===== src/rtl/spm_pkg.sv =====
package spm_pkg;
  localparam int NUM_LINES  = 24;
  localparam int LINE_W     = 5;
  localparam int NUM_PERIPH = 4;
  localparam int PIDX_W     = 2;
  localparam int MAX_BITS   = 32;
  localparam int CNT_W      = 6;

  typedef struct packed {
    logic [LINE_W-1:0] sclk;
    logic [LINE_W-1:0] sdi;
    logic [LINE_W-1:0] sdo;
    logic [LINE_W-1:0] cs;
  } lineMap_t;

  // strobes from control to datapath
  typedef struct packed {
    logic load;
    logic sampleNow;
    logic shiftNow;
    logic finish;
    logic sclk;
    logic csN;
  } spmStrb_t;
endpackage


===== src/rtl/spm_ctrl.sv =====
module spm_ctrl
  import spm_pkg::*;
#(
  parameter int DIV_W = 8
) (
  input  logic             clk,
  input  logic             rst_n,
  input  logic             cmdValid,
  input  logic [DIV_W-1:0] cmdDiv,
  input  logic             cmdSdiFall,
  input  logic [CNT_W-1:0] cmdBits,
  output logic [CNT_W-1:0] nBitsEff,
  output spmStrb_t         strb,
  output logic             busy,
  output logic             done
);
  localparam int LEN_W = DIV_W + 1;

  typedef enum logic [1:0] {S_IDLE, S_LOW, S_HIGH, S_TAIL} state_t;

  state_t            state;
  logic [LEN_W-1:0]  loLen, hiLen, cnt;
  logic [CNT_W-1:0]  bitsLeft;
  logic              fallSel;

  logic [DIV_W-1:0]  divEff;
  logic [LEN_W-1:0]  perEff, hiNext, loNext;
  logic              accept, loEnd, hiEnd;

  always_comb begin
    divEff   = (cmdDiv == '0) ? DIV_W'(1) : cmdDiv;
    perEff   = {1'b0, divEff} + LEN_W'(1);
    hiNext   = perEff >> 1;
    loNext   = perEff - hiNext;
    nBitsEff = (cmdBits == '0 || cmdBits > CNT_W'(MAX_BITS)) ? CNT_W'(MAX_BITS) : cmdBits;
    accept   = cmdValid && (state == S_IDLE);
    loEnd    = (cnt == loLen - LEN_W'(1));
    hiEnd    = (cnt == hiLen - LEN_W'(1));
  end

  always_ff @(posedge clk) begin
    if (!rst_n) begin
      state    <= S_IDLE;
      loLen    <= LEN_W'(1);
      hiLen    <= LEN_W'(1);
      cnt      <= '0;
      bitsLeft <= '0;
      fallSel  <= 1'b0;
      done     <= 1'b0;
    end else begin
      done <= 1'b0;
      unique case (state)
        S_IDLE: if (accept) begin
          state    <= S_LOW;
          cnt      <= '0;
          loLen    <= loNext;
          hiLen    <= hiNext;
          fallSel  <= cmdSdiFall;
          bitsLeft <= nBitsEff - CNT_W'(1);
        end
        S_LOW: begin
          if (loEnd) begin
            state <= S_HIGH;
            cnt   <= '0;
          end else cnt <= cnt + LEN_W'(1);
        end
        S_HIGH: begin
          if (hiEnd) begin
            cnt <= '0;
            if (bitsLeft == '0) state <= S_TAIL;
            else begin
              state    <= S_LOW;
              bitsLeft <= bitsLeft - CNT_W'(1);
            end
          end else cnt <= cnt + LEN_W'(1);
        end
        S_TAIL: begin
          if (loEnd) begin
            state <= S_IDLE;
            done  <= 1'b1;
          end else cnt <= cnt + LEN_W'(1);
        end
        default: state <= S_IDLE;
      endcase
    end
  end

  always_comb begin
    strb.load      = accept;
    strb.sampleNow = (state == S_LOW  && loEnd && !fallSel) ||
                     (state == S_HIGH && hiEnd &&  fallSel);
    strb.shiftNow  = (state == S_HIGH) && hiEnd && (bitsLeft != '0);
    strb.finish    = (state == S_TAIL) && loEnd;
    strb.sclk      = (state == S_HIGH);
    strb.csN       = (state == S_IDLE);
    busy           = (state != S_IDLE);
  end

  a_r10_done_one_cycle: assert property (@(posedge clk) disable iff (!rst_n)
    done |=> !done);
  a_r9_done_ends_busy: assert property (@(posedge clk) disable iff (!rst_n)
    done |-> (!busy && $past(busy)));
  a_r9_busy_ignores_cmd: assert property (@(posedge clk) disable iff (!rst_n)
    (busy && cmdValid) |=> ($stable(loLen) && $stable(hiLen) && $stable(fallSel)));
  a_r6_bits_in_range: assert property (@(posedge clk) disable iff (!rst_n)
    busy |-> (bitsLeft < CNT_W'(MAX_BITS)));
endmodule


===== src/rtl/spm_datapath.sv =====
module spm_datapath
  import spm_pkg::*;
(
  input  logic                 clk,
  input  logic                 rst_n,
  input  spmStrb_t             strb,
  input  logic                 cfgWe,
  input  logic [PIDX_W-1:0]    cfgIdx,
  input  lineMap_t             cfgMap,
  input  logic [PIDX_W-1:0]    cmdPeriph,
  input  logic [MAX_BITS-1:0]  cmdData,
  input  logic [CNT_W-1:0]     nBits,
  input  logic [NUM_LINES-1:0] gpioIn,
  output logic [NUM_LINES-1:0] gpioOut,
  output logic [NUM_LINES-1:0] gpioOe,
  output logic [MAX_BITS-1:0]  rdData
);
  lineMap_t             mapTbl [NUM_PERIPH];
  lineMap_t             act;
  logic                 owned;
  logic [MAX_BITS-1:0]  txSh, rxSh;
  logic                 sdiBit, sdoBit;

  always_ff @(posedge clk) begin
    if (!rst_n) begin
      for (int p = 0; p < NUM_PERIPH; p++) mapTbl[p] <= '1;
    end else if (cfgWe) begin
      mapTbl[cfgIdx] <= cfgMap;
    end
  end

  always_comb begin
    sdiBit = (act.sdi < LINE_W'(NUM_LINES)) ? gpioIn[act.sdi] : 1'b0;
    sdoBit = txSh[MAX_BITS-1];
  end

  always_ff @(posedge clk) begin
    if (!rst_n) begin
      act    <= '1;
      owned  <= 1'b0;
      txSh   <= '0;
      rxSh   <= '0;
      rdData <= '0;
    end else begin
      if (strb.load) begin
        act   <= mapTbl[cmdPeriph];
        owned <= 1'b1;
        txSh  <= cmdData << (CNT_W'(MAX_BITS) - nBits);
        rxSh  <= '0;
      end else begin
        if (strb.shiftNow)  txSh <= txSh << 1;
        if (strb.sampleNow) rxSh <= {rxSh[MAX_BITS-2:0], sdiBit};
      end
      if (strb.finish) rdData <= rxSh;
    end
  end

  for (genvar i = 0; i < NUM_LINES; i++) begin : g_line
    logic isClk, isSdi, isSdo, isCs;
    always_comb begin
      isClk = (act.sclk == LINE_W'(i));
      isSdi = (act.sdi  == LINE_W'(i));
      isSdo = (act.sdo  == LINE_W'(i));
      isCs  = (act.cs   == LINE_W'(i));
      gpioOe[i]  = owned && (isClk || isSdo || isCs) && !isSdi;
      gpioOut[i] = isCs ? strb.csN : isSdo ? sdoBit : isClk ? strb.sclk : 1'b0;
    end
  end

  a_r4_sdo_steady_high: assert property (@(posedge clk) disable iff (!rst_n)
    (strb.sclk && $past(strb.sclk)) |-> (sdoBit == $past(sdoBit)));
  a_r10_rd_holds: assert property (@(posedge clk) disable iff (!rst_n)
    !$past(strb.finish) |-> $stable(rdData));
endmodule


===== src/rtl/spi_pinmux_master.sv =====
module spi_pinmux_master
  import spm_pkg::*;
#(
  parameter int DIV_W = 8
) (
  input  logic                 clk,
  input  logic                 rst_n,
  input  logic                 cfgWe,
  input  logic [PIDX_W-1:0]    cfgIdx,
  input  logic [LINE_W-1:0]    cfgSclkLine,
  input  logic [LINE_W-1:0]    cfgSdiLine,
  input  logic [LINE_W-1:0]    cfgSdoLine,
  input  logic [LINE_W-1:0]    cfgCsLine,
  input  logic                 cmdValid,
  input  logic [PIDX_W-1:0]    cmdPeriph,
  input  logic [DIV_W-1:0]     cmdDiv,
  input  logic                 cmdSdiFall,
  input  logic [CNT_W-1:0]     cmdBits,
  input  logic [MAX_BITS-1:0]  cmdData,
  input  logic [NUM_LINES-1:0] gpioIn,
  output logic [NUM_LINES-1:0] gpioOut,
  output logic [NUM_LINES-1:0] gpioOe,
  output logic                 busy,
  output logic                 done,
  output logic [MAX_BITS-1:0]  rdData
);
  spmStrb_t         strb;
  logic [CNT_W-1:0] nBitsEff;
  lineMap_t         cfgMap;

  always_comb begin
    cfgMap.sclk = cfgSclkLine;
    cfgMap.sdi  = cfgSdiLine;
    cfgMap.sdo  = cfgSdoLine;
    cfgMap.cs   = cfgCsLine;
  end

  spm_ctrl #(.DIV_W(DIV_W)) i_ctrl (
    .clk(clk), .rst_n(rst_n), .cmdValid(cmdValid), .cmdDiv(cmdDiv),
    .cmdSdiFall(cmdSdiFall), .cmdBits(cmdBits), .nBitsEff(nBitsEff),
    .strb(strb), .busy(busy), .done(done)
  );

  spm_datapath i_dp (
    .clk(clk), .rst_n(rst_n), .strb(strb), .cfgWe(cfgWe), .cfgIdx(cfgIdx),
    .cfgMap(cfgMap), .cmdPeriph(cmdPeriph), .cmdData(cmdData), .nBits(nBitsEff),
    .gpioIn(gpioIn), .gpioOut(gpioOut), .gpioOe(gpioOe), .rdData(rdData)
  );
endmodule


===== config.mk =====
export PLATFORM = sky130hd
export DESIGN_NAME = spi_pinmux_master
export DESIGN_NICKNAME = d
export VERILOG_FILES = /design/src/rtl/spm_pkg.sv /design/src/rtl/spm_ctrl.sv /design/src/rtl/spm_datapath.sv /design/src/rtl/spi_pinmux_master.sv
export SDC_FILE = /design/constraint.sdc
export NUM_CORES = 1
export LEC_CHECK = 0
export BUFFER_PORTS_ARGS = -buffer_cell sky130_fd_sc_hd__buf_4
export CAP_MARGIN = 20
export CORE_MARGIN = 4
export CORE_UTILIZATION = 37
export DETAILED_ROUTE_END_ITERATION = 16
export GPL_TIMING_DRIVEN = 0
export SLEW_MARGIN = 10
export SYNTH_ARGS = -nofsm -noshare
export SYNTH_HDL_FRONTEND = slang
export SYNTH_SLANG_ARGS = --single-unit

===== constraint.sdc =====
create_clock -name clk -period 8.8 [get_ports clk]
set_input_delay 0.88 -clock clk [delete_from_list [all_inputs] [get_ports clk]]
set_output_delay 0.88 -clock clk [all_outputs]
set_load 0.01 [all_outputs]

# Word level (Yosys, flattened, before mapping)
# Memory sizes are Yosys's and may differ from the RTL's. A register that Yosys moved wholly into a read port is not among the register bits.
# Index checks and enable logic that the tools add are counted.
[word_totals]
out_inout_bits = 82
wordCells = 380
mem_count = 1
register_bits = 133
inputBits = 99
ramBits = 80
[classes]
n_eq_ne = 103
reduce_logical = 150
bitwise_logic = 1
order_cmp = 3
n_shift = 1
n_addsub = 8
n_mux = 102
[memory_table]
columns = ["name", "depth", "width", "rd", "rd_ports_with_merged_regs", "write_ports", "line", "text"]
rows = [
  ["i_dp.mapTbl", 4, 20, 1, 1, 4, "spm_datapath.sv:18", "lineMap_t mapTbl [NUM_PERIPH];"],
]
[ops]
columns = ["cell", "n"]
rows = [
  ["equality test 5 x 4 -> 1 bit (second input constant)", 32],
  ["equality test 5 bit (second input constant)", 32],
  ["equality test 5 x 3 -> 1 bit (second input constant)", 16],
  ["2-to-1 mux 1 bit", 80],
  ["2-to-1 mux 32 bit", 2],
  ["logical AND 1 bit", 55],
  ["logical OR 1 bit", 50],
  ["equality test 5 x 2 -> 1 bit (second input constant)", 8],
  ["2-to-1 mux 9 bit", 4],
  ["case mux 9 bit (4 select lines)", 1],
  ["<< shifter 32 x 6 -> 32 bit", 1],
  ["logical NOT 1 bit", 26],
  ["2-to-1 mux 6 bit", 4],
  ["equality test 5 x 1 -> 1 bit (second input constant)", 4],
  ["logical NOT 5 bit", 4],
  ["2-to-1 mux 20 bit", 1],
  ["OR reduction 20 bit", 1],
  ["equality test 9 bit", 2],
  ["logical NOT 6 bit", 2],
  ["2-to-1 mux 2 bit", 6],
  ["case mux 6 bit (2 select lines)", 1],
  ["subtractor 6 x 1 -> 6 bit (second input constant)", 2],
  ["adder 8 x 1 -> 9 bit (second input constant)", 1],
  ["adder 9 x 1 -> 9 bit (second input constant)", 1],
  ["other kinds (22)", 32],
]

# Logic depth before layout (Yosys ltp)
[depth]
word_depth = 6
depth_mapped = 15

# Hierarchy
# From an unflattened synthesis, not the netlist that was laid out.
[unflattened]
hier_cells = 1511
hier_area_um2 = 14387.5
[modules_own_cells]
columns = ["module", "cells_each", "area_per_inst_um2", "instances"]
rows = [
  ["spm_datapath", 1154, 11601.1, 1],
  ["spm_ctrl", 357, 2786.4, 1],
]

# Worst setup path before layout
# Ideal clock, no wire load.
[synth_path]
path_type = "input -> register"
startpoint = "input port cmdBits[0]"
endpoint = "register i_dp.txSh[18]"
setup_time_ns = 0.137
t_arrival_ns = 3.487
cell_stages = 14
setup_slack_ns = 5.176
t_required_ns = 8.663
cell_sequence = "nor2b_1 buf_2 inv_1 buf_2 ha_1 buf_4 or3b_2 a221oi_2 buf_2 nor2_1 a221oi_1 o22ai_1 o21ai_1 a31oi_1"
[synth_via]
elab_chain_cells = 6
[synth_rtl]
columns = ["item", "line", "text"]
rows = [
  ["from (decl)", "spi_pinmux_master.sv:18", "input logic [CNT_W-1:0] cmdBits,"],
  ["greater-than comparator 6 bit / logical NOT 6 bit (equally long branches)", "spm_ctrl.sv:35", "nBitsEff = (cmdBits == '0 || cmdBits > CNT_W'(MAX_BITS)) ? CNT_W'(MAX_BITS) : cmdBits;"],
  ["logical OR 1 bit", "spm_ctrl.sv:35", ""],
  ["2-to-1 mux 6 bit (*)", "spm_ctrl.sv:35", ""],
  ["subtractor 6 bit (*)", "spm_datapath.sv:48", "txSh <= cmdData << (CNT_W'(MAX_BITS) - nBits);"],
  ["<< shifter 32 x 6 -> 32 bit (*)", "spm_datapath.sv:48", ""],
  ["2-to-1 mux 32 bit (*)", "spm_datapath.sv:45", "if (strb.load) begin"],
  ["to (signal assigned)", "spm_datapath.sv:48", ""],
  ["to (signal assigned)", "spm_datapath.sv:51", "if (strb.shiftNow) txSh <= txSh << 1;"],
  ["to (decl)", "spm_datapath.sv:21", "logic [MAX_BITS-1:0] txSh, rxSh;"],
]
# Mark *: on every way between the ends. The rest lies on a longest branch, timed or not.
# A chain may end at the register's enable or synchronous reset.

# Final worst setup path
[layout_path]
startpoint = "register i_ctrl.state[1]"
endpoint = "output port gpioOut[7]"
[layout_via]
elab_chain_cells = 4
[layout_rtl]
columns = ["item", "line", "text"]
rows = [
  ["from (decl)", "spm_ctrl.sv:21", "state_t state;"],
  ["from (signal assigned)", "spm_ctrl.sv:43", "state <= S_IDLE;"],
  ["from (signal assigned)", "spm_ctrl.sv:54", "state <= S_LOW;"],
  ["from (signal assigned)", "spm_ctrl.sv:63", "state <= S_HIGH;"],
  ["equality test 2 bit", "spm_ctrl.sv:94", "strb.sclk = (state == S_HIGH);"],
  ["2-to-1 mux 1 bit (2 in series)", "spm_datapath.sv:66", "gpioOut[i] = isCs ? strb.csN : isSdo ? sdoBit : isClk ? strb.sclk : 1'b0;"],
  ["2-to-1 mux 1 bit (*)", "spm_datapath.sv:66", ""],
  ["to (decl)", "spi_pinmux_master.sv:21", "output logic [NUM_LINES-1:0] gpioOut,"],
]
# Marked as above.

==> reports/qor.tcl <==
set qor(p_int_mw) 1.994
set qor(syn-mean-instance-area_um2) 9.106
set qor(final.min_clock_period_ns) 4.253
set qor(post_cts.repair.setup_buffers) 0
set qor(place_ws_ns) 4.340
set qor(die_width_um) 203.4
set qor(worst_hold_path_type) {flip-flop to flip-flop}
set qor(worstPathRequired_ns) 7.92
set qor(synth-adder-area-share) 0.01240
set qor(sequential_fraction_of_design_power) 0.428
set qor(fin_ws_ns) 4.547
set qor(fill_cells) 3753
set qor(synthDominantCellAreaShare) 0.2169
set qor(initial_standard_cell_utilization_of_the_core) 0.3750
set qor(cts_max_path_buffers) 3
set qor(critical_path.startpoint_type) {flip-flop}
set qor(slew_headroom) 0.2934
set qor(worst_clock_skew_ns) 0.008173
set qor(final_net_count) 1869
set qor(use_met3) 0.03085
set qor(share_of_post_route_cells_with_drive_strength_above_1) 0.2226
set qor(yosys_warnings) 0
set qor(leakage_nw) 6.218
set qor(report.final.slew_viol_count) 0
set qor(cts_root_buf) {clkbuf_16}
set qor(synthXorXnorAreaFrac) 0.02303
set qor(ctsHoldBuffers) 0
set qor(p_sw_frac) 0.3080
set qor(total_switching_power_uw) 887.5
set qor(global_route.usage.met2) 0.3650
set qor(n_antenna_cell) 0
set qor(setup_viol) 0
set qor(grt_max_degree) 21
set qor(avgViaCountPerCell) 5.555
set qor(fmax_mhz) 235.2
set qor(maxCapViolCount) 0
set qor(power.density_nw_per_um2) 171.4
set qor(cts_tree) {built}
set qor(cts.sink_count) 233
set qor(detail_route.iter0.violations) 1166
set qor(clk_latency_ns) 0.52
set qor(die_height_um) 203.4
set qor(core_region_area_um2) 37670
set qor(final.hold.worst_slack_ns) 0.4360
set qor(postRouteWirelength_mm) 45.00
set qor(register_area_share_after_synthesis) 0.3870
set qor(avgRoutedWirePerCell_um) 19.73
set qor(layout_common_cells) {nand2_1 (232), buf_4 (182), dfxtp_1 (153)}
set qor(routed_vias) 12670
set qor(clock_power_share) 0.327
set qor(gr-usage-met1) 0.2836
set qor(cell_types_with_the_largest_area_share_after_synthesis) {dfxtp_1 (22%), edfxtp_1 (17%), mux4_2 (11%), mux2i_1 (6.6%), nand2_1 (6.2%)}
set qor(std_cell_rows) 71
set qor(drt_first_pass_iters) 5
set qor(postSynthNetCount) 1664
set qor(critical_path.endpoint_type) {output pin}
set qor(track_usage) 0.2127
set qor(placer_congestion_estimate) 0.9656
set qor(final_core_utilization) 0.4463
set qor(number_of_global_route_vias_before_repair) 12630
set qor(yosys.area_share.simple) 0.2200
set qor(area_growth_syn_to_layout_pct) 19.03
set qor(antenna_violations_before_repair) 0
set qor(design.portCount) 181
set qor(cp_data_arrival_time_ns) 3.37
set qor(layout.cells.non_filler) 2281
set qor(grt-busiest-layer) {met2}
set qor(synth_edf_count) 80
set qor(outcome) {complete, no violations}
set qor(leading_cell_type_in_the_layout_fill_and_taps_excluded) {nand2_1}
set qor(worstPathMaxFanout) 10
set qor(drt_drc_violations_left) 0
set qor(synthesis.instances) 1551
set qor(critical_path_class) {flip-flop to output pin}
set qor(detail-route-antenna-nets) 0
set qor(synth_area_um2) 14120
set qor(finalHoldViolCount) 0
set qor(htree_num_levels) 1
set qor(clk_pin_slew_ns) 0.06
set qor(grt_overflow_total) 0
set qor(synthDistinctLibCells) 79
set qor(layout_worst_path_cycle_share) 0.4833
set qor(synthFlopType) {dfxtp_1}
set qor(grt_pass1_wl_mm) 70.93
set qor(place.port_buffers) 178
set qor(cts_inserted_buffers) 25
set qor(tightestPinTransition_ns) 1.060
set qor(postSynthRegisterBits) 233
set qor(rsz0062_at_grt) {false}
set qor(die_area_um2) 41360
set qor(synth.mux.area_fraction) 0.1727
set qor(yosysTopAreaCell) {dfxtp_1}
set qor(setup_tns_ns) 0
set qor(cts_repair_resize_count) 0
set qor(irDropWorstVdd_mv) 0.1222
set qor(share_of_flip_flops_with_an_asynchronous_set_or_reset_after_synthesis) 0
set qor(combinational_family_with_the_most_area_after_synthesis) {simple AND/OR/NAND/NOR gates}
set qor(post-dp-hpwl_mm) 34.06
set qor(place.detailed.instances) 2240
set qor(share_comb_of_total_power) 0.245
set qor(synth-compound-area-share) 0.1378
Yosys cell counts (3+ instances only):
cell and instances:
ha_1 14, o22ai_1 9, nand4_1 7, a21oi_1 117
or3_1 6, nand3b_1 6, clkbuf_1 84, buf_4 4
or3b_2 3, dfxtp_1 153, mux2i_1 93, buf_1 6
or2_2 62, o2111ai_1 5, nor3b_1 9, mux4_2 66
o211ai_1 11, xor2_1 14, buf_6 4, o21a_1 9
a31oi_1 27, a311oi_1 5, o221a_2 3, o21ai_0 61
nand2_1 232, nor2_1 138, nor2b_1 19, nor4_1 3
nand2b_1 27, o31ai_1 11, and3_1 10, buf_12 3
o221ai_1 3, and2_1 8, inv_1 22, nand3_1 73
and3b_1 5, a211oi_1 13, buf_2 20, a32o_1 4
edfxtp_1 80, a22oi_1 8, nor3_1 29, xnor2_1 20
logic make-up after synthesis:
family | count (synthesis)
mux | 161
compound gates | 313
flops | 233
buf+inv | 145
simple gates | 650
xor+xnor | 35
fa+ha+maj | 14
area by class of cell:
cell class / count / area [um^2] / area share
tap: 511 / 639.4 / 0.03803
buffer: 122 / 578.1 / 0.03439
inverter: 23 / 86.33 / 0.005135
timing repair buffer: 178 / 1336 / 0.07949
clock inverter: 11 / 57.56 / 0.003424
multi-input combinational: 1173 / 7994 / 0.4755
sequential: 233 / 5465 / 0.3251
clock buffer: 30 / 654.4 / 0.03893
sequential cells by signal (all words and copies together), names as in the netlist:
register and count:
i_dp.owned 1, i_dp.rxSh 32, i_ctrl.hiLen 8, i_dp.mapTbl 80, i_ctrl.loLen 9, i_ctrl.fallSel 1, i_ctrl.bitsLeft 6, i_ctrl.state 2
i_ctrl.done 1, i_dp.rdData 32, i_dp.act 20, i_ctrl.cnt 9, i_dp.txSh 32
critical path: stages (launching register included):
cell and delay [ns]:
dfxtp_1 0.31, clkbuf_1 0.33, nor2b_1 0.49, clkbuf_1 0.45
nand2_1 0.41, nor2_1 0.19, mux2i_1 0.09, a21oi_1 0.38
buf_4 0.20
power groups by stage:
stage / Clock (mW) / Combinational (mW) / Sequential [mW]
2_1_floorplan: 0 / 0.476 / 1.24
3_3_place_gp: 0 / 0.691 / 1.25
3_5_place_dp: 0 / 0.697 / 1.25
4_1_cts: 0.956 / 0.701 / 1.23
5_1_grt: 1.01 / 0.770 / 1.24
6_report: 0.942 / 0.707 / 1.23
worst paths after layout:
| kind | slack [ns] | cells past startpoint | end | from |
|---|---|---|---|---|
| worst max-delay path | 4.55 | 8 | gpioOut[7] | i_ctrl.state[1] |
| worst min-delay path | 0.44 | 2 | i_ctrl.bitsLeft[5] | i_ctrl.bitsLeft[5] |
| worst max register to register | 5.65 | 7 | i_dp.txSh[16] | i_ctrl.state[1] |
| worst min register to register | 0.44 | 2 | i_ctrl.bitsLeft[5] | i_ctrl.bitsLeft[5] |
routing by layer:
layer	share of wire	vias up
met5	0	-
met4	0.029	0
li1	-	6034
met3	0.065	91
met1	0.42	6063
met2	0.49	483
metrics by stage:
step | power [mW] | instance area, um^2
2_1_floorplan | 1.715 | 14120
3_3_place_gp | 1.943 | 16100
3_5_place_dp | 1.952 | 16100
4_1_cts | 2.888 | 16810
5_1_grt | 3.020 | 16810
6_report | 2.881 | 16810
Power figures use the tool's default switching activity.
